===== src/rtl/pgrf_pkg.sv =====
package pgrf_pkg;

  localparam int COND_W = 3;

  typedef enum logic [COND_W-1:0] {
    CC_EQ  = 3'd0,
    CC_NE  = 3'd1,
    CC_SLT = 3'd2,
    CC_SLE = 3'd3,
    CC_SGT = 3'd4,
    CC_SGE = 3'd5,
    CC_ULT = 3'd6,
    CC_UGE = 3'd7
  } cmp_cond_e;

endpackage


===== src/rtl/pgrf_cmp.sv =====
module pgrf_cmp
  import pgrf_pkg::*;
#(
  parameter int DATA_W = 32
) (
  input  logic [DATA_W-1:0] opa,
  input  logic [DATA_W-1:0] opb,
  input  logic [COND_W-1:0] cond,
  output logic              res
);

  logic eq;
  logic s_lt;
  logic u_lt;

  always_comb begin
    eq   = (opa == opb);
    s_lt = ($signed(opa) < $signed(opb));
    u_lt = (opa < opb);
  end

  always_comb begin
    unique case (cmp_cond_e'(cond))
      CC_EQ:   res = eq;
      CC_NE:   res = !eq;
      CC_SLT:  res = s_lt;
      CC_SLE:  res = s_lt || eq;
      CC_SGT:  res = !(s_lt || eq);
      CC_SGE:  res = !s_lt;
      CC_ULT:  res = u_lt;
      CC_UGE:  res = !u_lt;
      default: res = 1'b0;
    endcase
  end

endmodule


===== src/rtl/pgrf_store.sv =====
module pgrf_store #(
  parameter int NUM_PRED = 32,
  parameter int NUM_CMP  = 2,
  parameter int IDX_W    = 5
) (
  input  logic                     clk,
  input  logic                     rst_n,
  input  logic [NUM_CMP-1:0]       wr_en,
  input  logic [NUM_CMP*IDX_W-1:0] wr_t_idx,
  input  logic [NUM_CMP*IDX_W-1:0] wr_f_idx,
  input  logic [NUM_CMP-1:0]       wr_val,
  output logic [NUM_PRED-1:0]      preds
);

  logic [NUM_PRED-1:1] pr_q;
  logic [NUM_PRED-1:1] pr_d;
  logic                pr_en;

  // next state: later compare slots overwrite earlier ones; within one
  // compare the inverted destination is applied last
  always_comb begin
    pr_d  = pr_q;
    pr_en = |wr_en;
    for (int c = 0; c < NUM_CMP; c++) begin
      if (wr_en[c]) begin
        if (wr_t_idx[c*IDX_W +: IDX_W] != '0)
          pr_d[wr_t_idx[c*IDX_W +: IDX_W]] = wr_val[c];
        if (wr_f_idx[c*IDX_W +: IDX_W] != '0)
          pr_d[wr_f_idx[c*IDX_W +: IDX_W]] = !wr_val[c];
      end
    end
  end

  always_ff @(posedge clk or negedge rst_n) begin
    if (!rst_n) begin
      pr_q <= '0;
    end else if (pr_en) begin
      pr_q <= pr_d;
    end
  end

  assign preds = {pr_q, 1'b1};

endmodule


===== src/rtl/pgrf_rdport.sv =====
module pgrf_rdport #(
  parameter int NUM_PRED = 32,
  parameter int IDX_W    = 5
) (
  input  logic                valid,
  input  logic [IDX_W-1:0]    idx,
  input  logic [NUM_PRED-1:0] preds,
  output logic                commit,
  output logic                squash
);

  logic guard;

  always_comb begin
    guard  = preds[idx];
    commit = valid && guard;
    squash = valid && !guard;
  end

endmodule


===== src/rtl/pgrf_top.sv =====
module pgrf_top
  import pgrf_pkg::*;
#(
  parameter int NUM_PRED  = 32,
  parameter int NUM_SLOTS = 4,
  parameter int NUM_CMP   = 2,
  parameter int DATA_W    = 32,
  localparam int IDX_W    = $clog2(NUM_PRED)
) (
  input  logic                        clk,
  input  logic                        rst_n,
  input  logic [NUM_SLOTS-1:0]        slot_valid,
  input  logic [NUM_SLOTS*IDX_W-1:0]  slot_guard_idx,
  output logic [NUM_SLOTS-1:0]        slot_commit,
  output logic [NUM_SLOTS-1:0]        slot_squash,
  input  logic [NUM_CMP-1:0]          cmp_valid,
  input  logic [NUM_CMP*DATA_W-1:0]   cmp_a,
  input  logic [NUM_CMP*DATA_W-1:0]   cmp_b,
  input  logic [NUM_CMP*COND_W-1:0]   cmp_cond,
  input  logic [NUM_CMP*IDX_W-1:0]    cmp_dst_t,
  input  logic [NUM_CMP*IDX_W-1:0]    cmp_dst_f
);

  logic [1:0]          rst_sync_q;
  logic                rst_n_int;
  logic [NUM_CMP-1:0]  cmp_res;
  logic [NUM_PRED-1:0] preds;

  // asynchronous assertion, synchronous release
  always_ff @(posedge clk or negedge rst_n) begin
    if (!rst_n) begin
      rst_sync_q <= 2'b00;
    end else begin
      rst_sync_q <= {rst_sync_q[0], 1'b1};
    end
  end
  assign rst_n_int = rst_sync_q[1];

  for (genvar c = 0; c < NUM_CMP; c++) begin : g_cmp
    pgrf_cmp #(.DATA_W(DATA_W)) u_cmp (
      .opa  (cmp_a[c*DATA_W +: DATA_W]),
      .opb  (cmp_b[c*DATA_W +: DATA_W]),
      .cond (cmp_cond[c*COND_W +: COND_W]),
      .res  (cmp_res[c])
    );
  end

  pgrf_store #(
    .NUM_PRED (NUM_PRED),
    .NUM_CMP  (NUM_CMP),
    .IDX_W    (IDX_W)
  ) u_store (
    .clk      (clk),
    .rst_n    (rst_n_int),
    .wr_en    (cmp_valid),
    .wr_t_idx (cmp_dst_t),
    .wr_f_idx (cmp_dst_f),
    .wr_val   (cmp_res),
    .preds    (preds)
  );

  for (genvar s = 0; s < NUM_SLOTS; s++) begin : g_rd
    pgrf_rdport #(
      .NUM_PRED (NUM_PRED),
      .IDX_W    (IDX_W)
    ) u_rd (
      .valid  (slot_valid[s]),
      .idx    (slot_guard_idx[s*IDX_W +: IDX_W]),
      .preds  (preds),
      .commit (slot_commit[s]),
      .squash (slot_squash[s])
    );
  end

endmodule


===== config.mk =====
export PLATFORM = sky130hd
export DESIGN_NAME = pgrf_top
export DESIGN_NICKNAME = d
export VERILOG_FILES = /design/src/rtl/pgrf_pkg.sv /design/src/rtl/pgrf_cmp.sv /design/src/rtl/pgrf_store.sv /design/src/rtl/pgrf_rdport.sv /design/src/rtl/pgrf_top.sv
export SDC_FILE = /design/constraint.sdc
export NUM_CORES = 1
export LEC_CHECK = 0
export ABC_CLOCK_PERIOD_IN_PS = 2700
export BUFFER_PORTS_ARGS = -buffer_cell sky130_fd_sc_hd__clkbuf_2
export CAP_MARGIN = 20
export CORE_UTILIZATION = 55
export DETAILED_ROUTE_END_ITERATION = 16
export PLACE_DENSITY = 0.82
export SLEW_MARGIN = 20
export SYNTH_ARGS = -nofsm -noshare
export SYNTH_HDL_FRONTEND = slang
export SYNTH_SLANG_ARGS = --single-unit
export TNS_END_PERCENT = 5

===== constraint.sdc =====
create_clock -name clk -period 2.7 [get_ports clk]
set_input_delay 0.135 -clock clk [delete_from_list [all_inputs] [get_ports clk]]
set_output_delay 0.135 -clock clk [all_outputs]
set_load 0.01 [all_outputs]

==> impl_metrics.json <==
{
  "portBuffers": 189,
  "synth_top_cell_by_area": "dfrtp_1",
  "critical_path.max_stage_delay_ps": 360,
  "syn_area_um2": 6910,
  "power_frac_seq_pct": 26.3,
  "synth_common_cells": "nor2_1 (124), nand2_1 (69), inv_1 (67), a21oi_1 (65), ha_1 (64)",
  "gp_congestion": 0.984,
  "start_util_pct": 57.0,
  "pre_cts_slack_ps": -174,
  "synth-edff-count": 0,
  "status": "finished, final reports clean",
  "hpwl_mm": 17.0,
  "yosysWarnings": 0,
  "drtIter0Drc": 817,
  "ant_nets": 0,
  "worst_ep_required_time_ps": 2890,
  "drv_slew": 0,
  "tightest_slew_ps": 644,
  "firstDrtPassIters": 7,
  "synth_most_common_cell": "nor2_1",
  "end_kind": "flop",
  "drc_errors": 0,
  "rows": 40,
  "multiInputGateArea_um2": 5530,
  "yosysTopAreaCellShare_pct": 12.0,
  "synth_area_leaders": "dfrtp_1 (12%), ha_1 (12%), mux4_2 (10%)",
  "fillers": 1009,
  "synthArstFlopShare_pct": 100,
  "fin_worst_skew_ps": 7.79,
  "setup_tns_ps": 0,
  "rsz0062_at_grt": "true",
  "cellInternalPower_mw": 1.83,
  "synth_cell_type_count": 55,
  "period_needed_ps": 2620,
  "p_leak_nw": 3.76,
  "clk_pin_slew_ps": 60,
  "slew_headroom_pct": 57.1,
  "grt_pass1_wl_mm": 34.1,
  "p_sw_share_pct": 39.4,
  "fin_area_um2": 8270,
  "fin_total_pwr_mw": 3.03,
  "core_um2": 12100,
  "pwr-share-clk_pct": 20.3,
  "fp.dieH_um": 114,
  "hold_viol_final": 0,
  "finalWirelength_mm": 21.4,
  "path_max_fanout": 8,
  "r2r_start": "u_store.pr_q[8]",
  "maxClockFrequency_ghz": 0.381,
  "die_w_um": 114,
  "maxCapViolCount": 0,
  "clock_latency_ps": 280,
  "p_comb_share_pct": 53.3,
  "synth-main-ff-cell": "dfrtp_1",
  "vdd_drop_max_mv": 0.256,
  "yosys_register_bits": 33,
  "syn_area_per_cell_um2": 7.78,
  "grt_util_all_layers_pct": 32.5,
  "htree_levels": 2,
  "crit_top_cell": "buf_4",
  "finalSetupViolations": 0,
  "clock-sinks": 33,
  "cts_buffers": 5,
  "grt-ovfl-total": 0,
  "ios": 190,
  "crit_slowest_cell": "a31o_2",
  "setup_slack_ps": 76.4,
  "arrival_ps": 2810,
  "critPathLaunch": "cmp_b[15]",
  "cts-root-buf": "clkbuf_16",
  "crit_family": "compound AO/OA/AOI/OAI gates",
  "syn-num-nets": 1134,
  "vias_per_cell": 6.27,
  "start_kind": "primary input",
  "dieArea_um2": 13000,
  "p_sw_mw": 1.19,
  "cts_buffer_depth": 2,
  "syn_inst": 888,
  "min-delay-path-class": "in2async",
  "cp_num_buf_inv": 4,
  "nets": 1303,
  "seq_area_um2": 826,
  "wire_per_inst_um": 17.4,
  "antenna_found_initial": 0,
  "dpl_cell_area_um2": 8060,
  "cts_tree": "built",
  "diodes": 0,
  "layout-drive-gt1-share_pct": 30.6,
  "via_count": 7682,
  "power.density_nw_per_um2": 366,
  "path_class": "in2reg",
  "syn2layout_area_growth_pct": 19.8,
  "fin_crit_sh_pct": 97.2,
  "holdWs_ps": 165,
  "grt_pass1_vias": 7196,
  "grt_max_degree": 63,
  "worstPathCellList": "clkbuf_2, inv_1, ha_1, nand4_1, buf_4, nor4_1, buf_4, a21oi_1, o211ai_1, a32o_2, a31o_2, o221ai_1, a22oi_1",
  "seq_area_frac_synth_pct": 12.0
}
==> final cells by class <==
class                      count  share of cell area [%]
clock inverter                 1                  0.0605
inverter                      67                    3.04
sequential                    33                    9.98
multi-input combinational    720                    66.8
tap                          168                    2.54
timing repair buffer         230                    15.7
clock buffer                   7                    1.84
==> cell usage in the layout, fill, tap and decap left out, types with 3 or more instances in the layout <==
cell       count
clkbuf_16      5
a22oi_1       32
buf_4         35
nand2_1       69
mux2i_1       39
or3_1          4
and2_1         6
nand2b_1       8
and3_1         4
dfrtp_1       33
nor3_1         4
or2_2          6
nor3b_1        3
a41oi_2       30
mux4_2        32
nand3b_1       7
nor2b_1       43
buf_12         3
nand3_1       23
a21oi_1       64
and3b_1        3
o221ai_1      30
nor2_1       124
o21ai_0       41
o211ai_1       3
a211o_1        3
a211oi_1       9
a221oi_1       6
ha_1          64
or3b_2         5
inv_1         67
clkbuf_2     189
a31o_2         4
nand4_1       27
==> cells by family after synthesis <==
kind of cell / synth area share (%)
compound gates: 27.4
fa+ha+maj: 11.6
buf+inv: 8.68
flops: 12.0
mux: 16.1
other cells: 0.0543
simple gates: 24.2
==> worst paths after layout <==
path / cells past startpoint / slack [ps] / to
max: 13 / 80 / u_store.pr_q[27]
min: 2 / 170 / rst_sync_q[0]
max reg2reg: 4 / 1440 / u_store.pr_q[8]
min reg2reg: 1 / 280 / u_store.pr_q[2]
max in group asynchronous: 1 / 2090 / u_store.pr_q[6]
min in group clk: 0 / 350 / rst_sync_q[1]
==> stage by stage <==
step / utilization [%] / instances
3_5_place_dp: 66.5 / 1215
6_report: 68.3 / 1226
2_1_floorplan: - / 888
5_1_grt: 68.3 / 1226
3_3_place_gp: 66.5 / 1215
4_1_cts: 67.9 / 1224
==> flip-flops by register name (all words and copies together) (netlist names) <==
name / cells
u_store.pr_q: 31
rst_sync_q: 2
==> worst register-to-register path, stage by stage (launching register included) <==
cell	delay [ps]
dfrtp_1	470
nor2_1	80
a41oi_1	230
o221ai_1	170
a22oi_1	230
==> what timing repair did <==
action	in CTS	in global routing
resized for setup	0	6
endpoints found under the setup margin	0	27
endpoints found under the hold margin	2	0
hold buffers	1	0
setup buffers	0	1
==> power by group through the flow <==
| stage | logic [mW] | registers (mW) | clock network (mW) |
|---|---|---|---|
| after floorplan | 1.17 | 0.717 | 0 |
| after detailed placement | 1.57 | 0.789 | 0 |
| after global placement | 1.54 | 0.782 | 0 |
| after global routing | 1.76 | 0.813 | 0.630 |
| final | 1.62 | 0.797 | 0.616 |
| after CTS | 1.58 | 0.783 | 0.611 |
==> routing by layer <==
metal  part of all wire [%]  GRT usage, %  vias to the layer above
met5                      0             0                        -
met4                    2.5          10.2                        0
met3                     11          6.46                       63
met2                     47          55.6                      483
met1                     40          41.3                     3479
li1                       -             -                     3657
(Power assumes the default switching activity.)
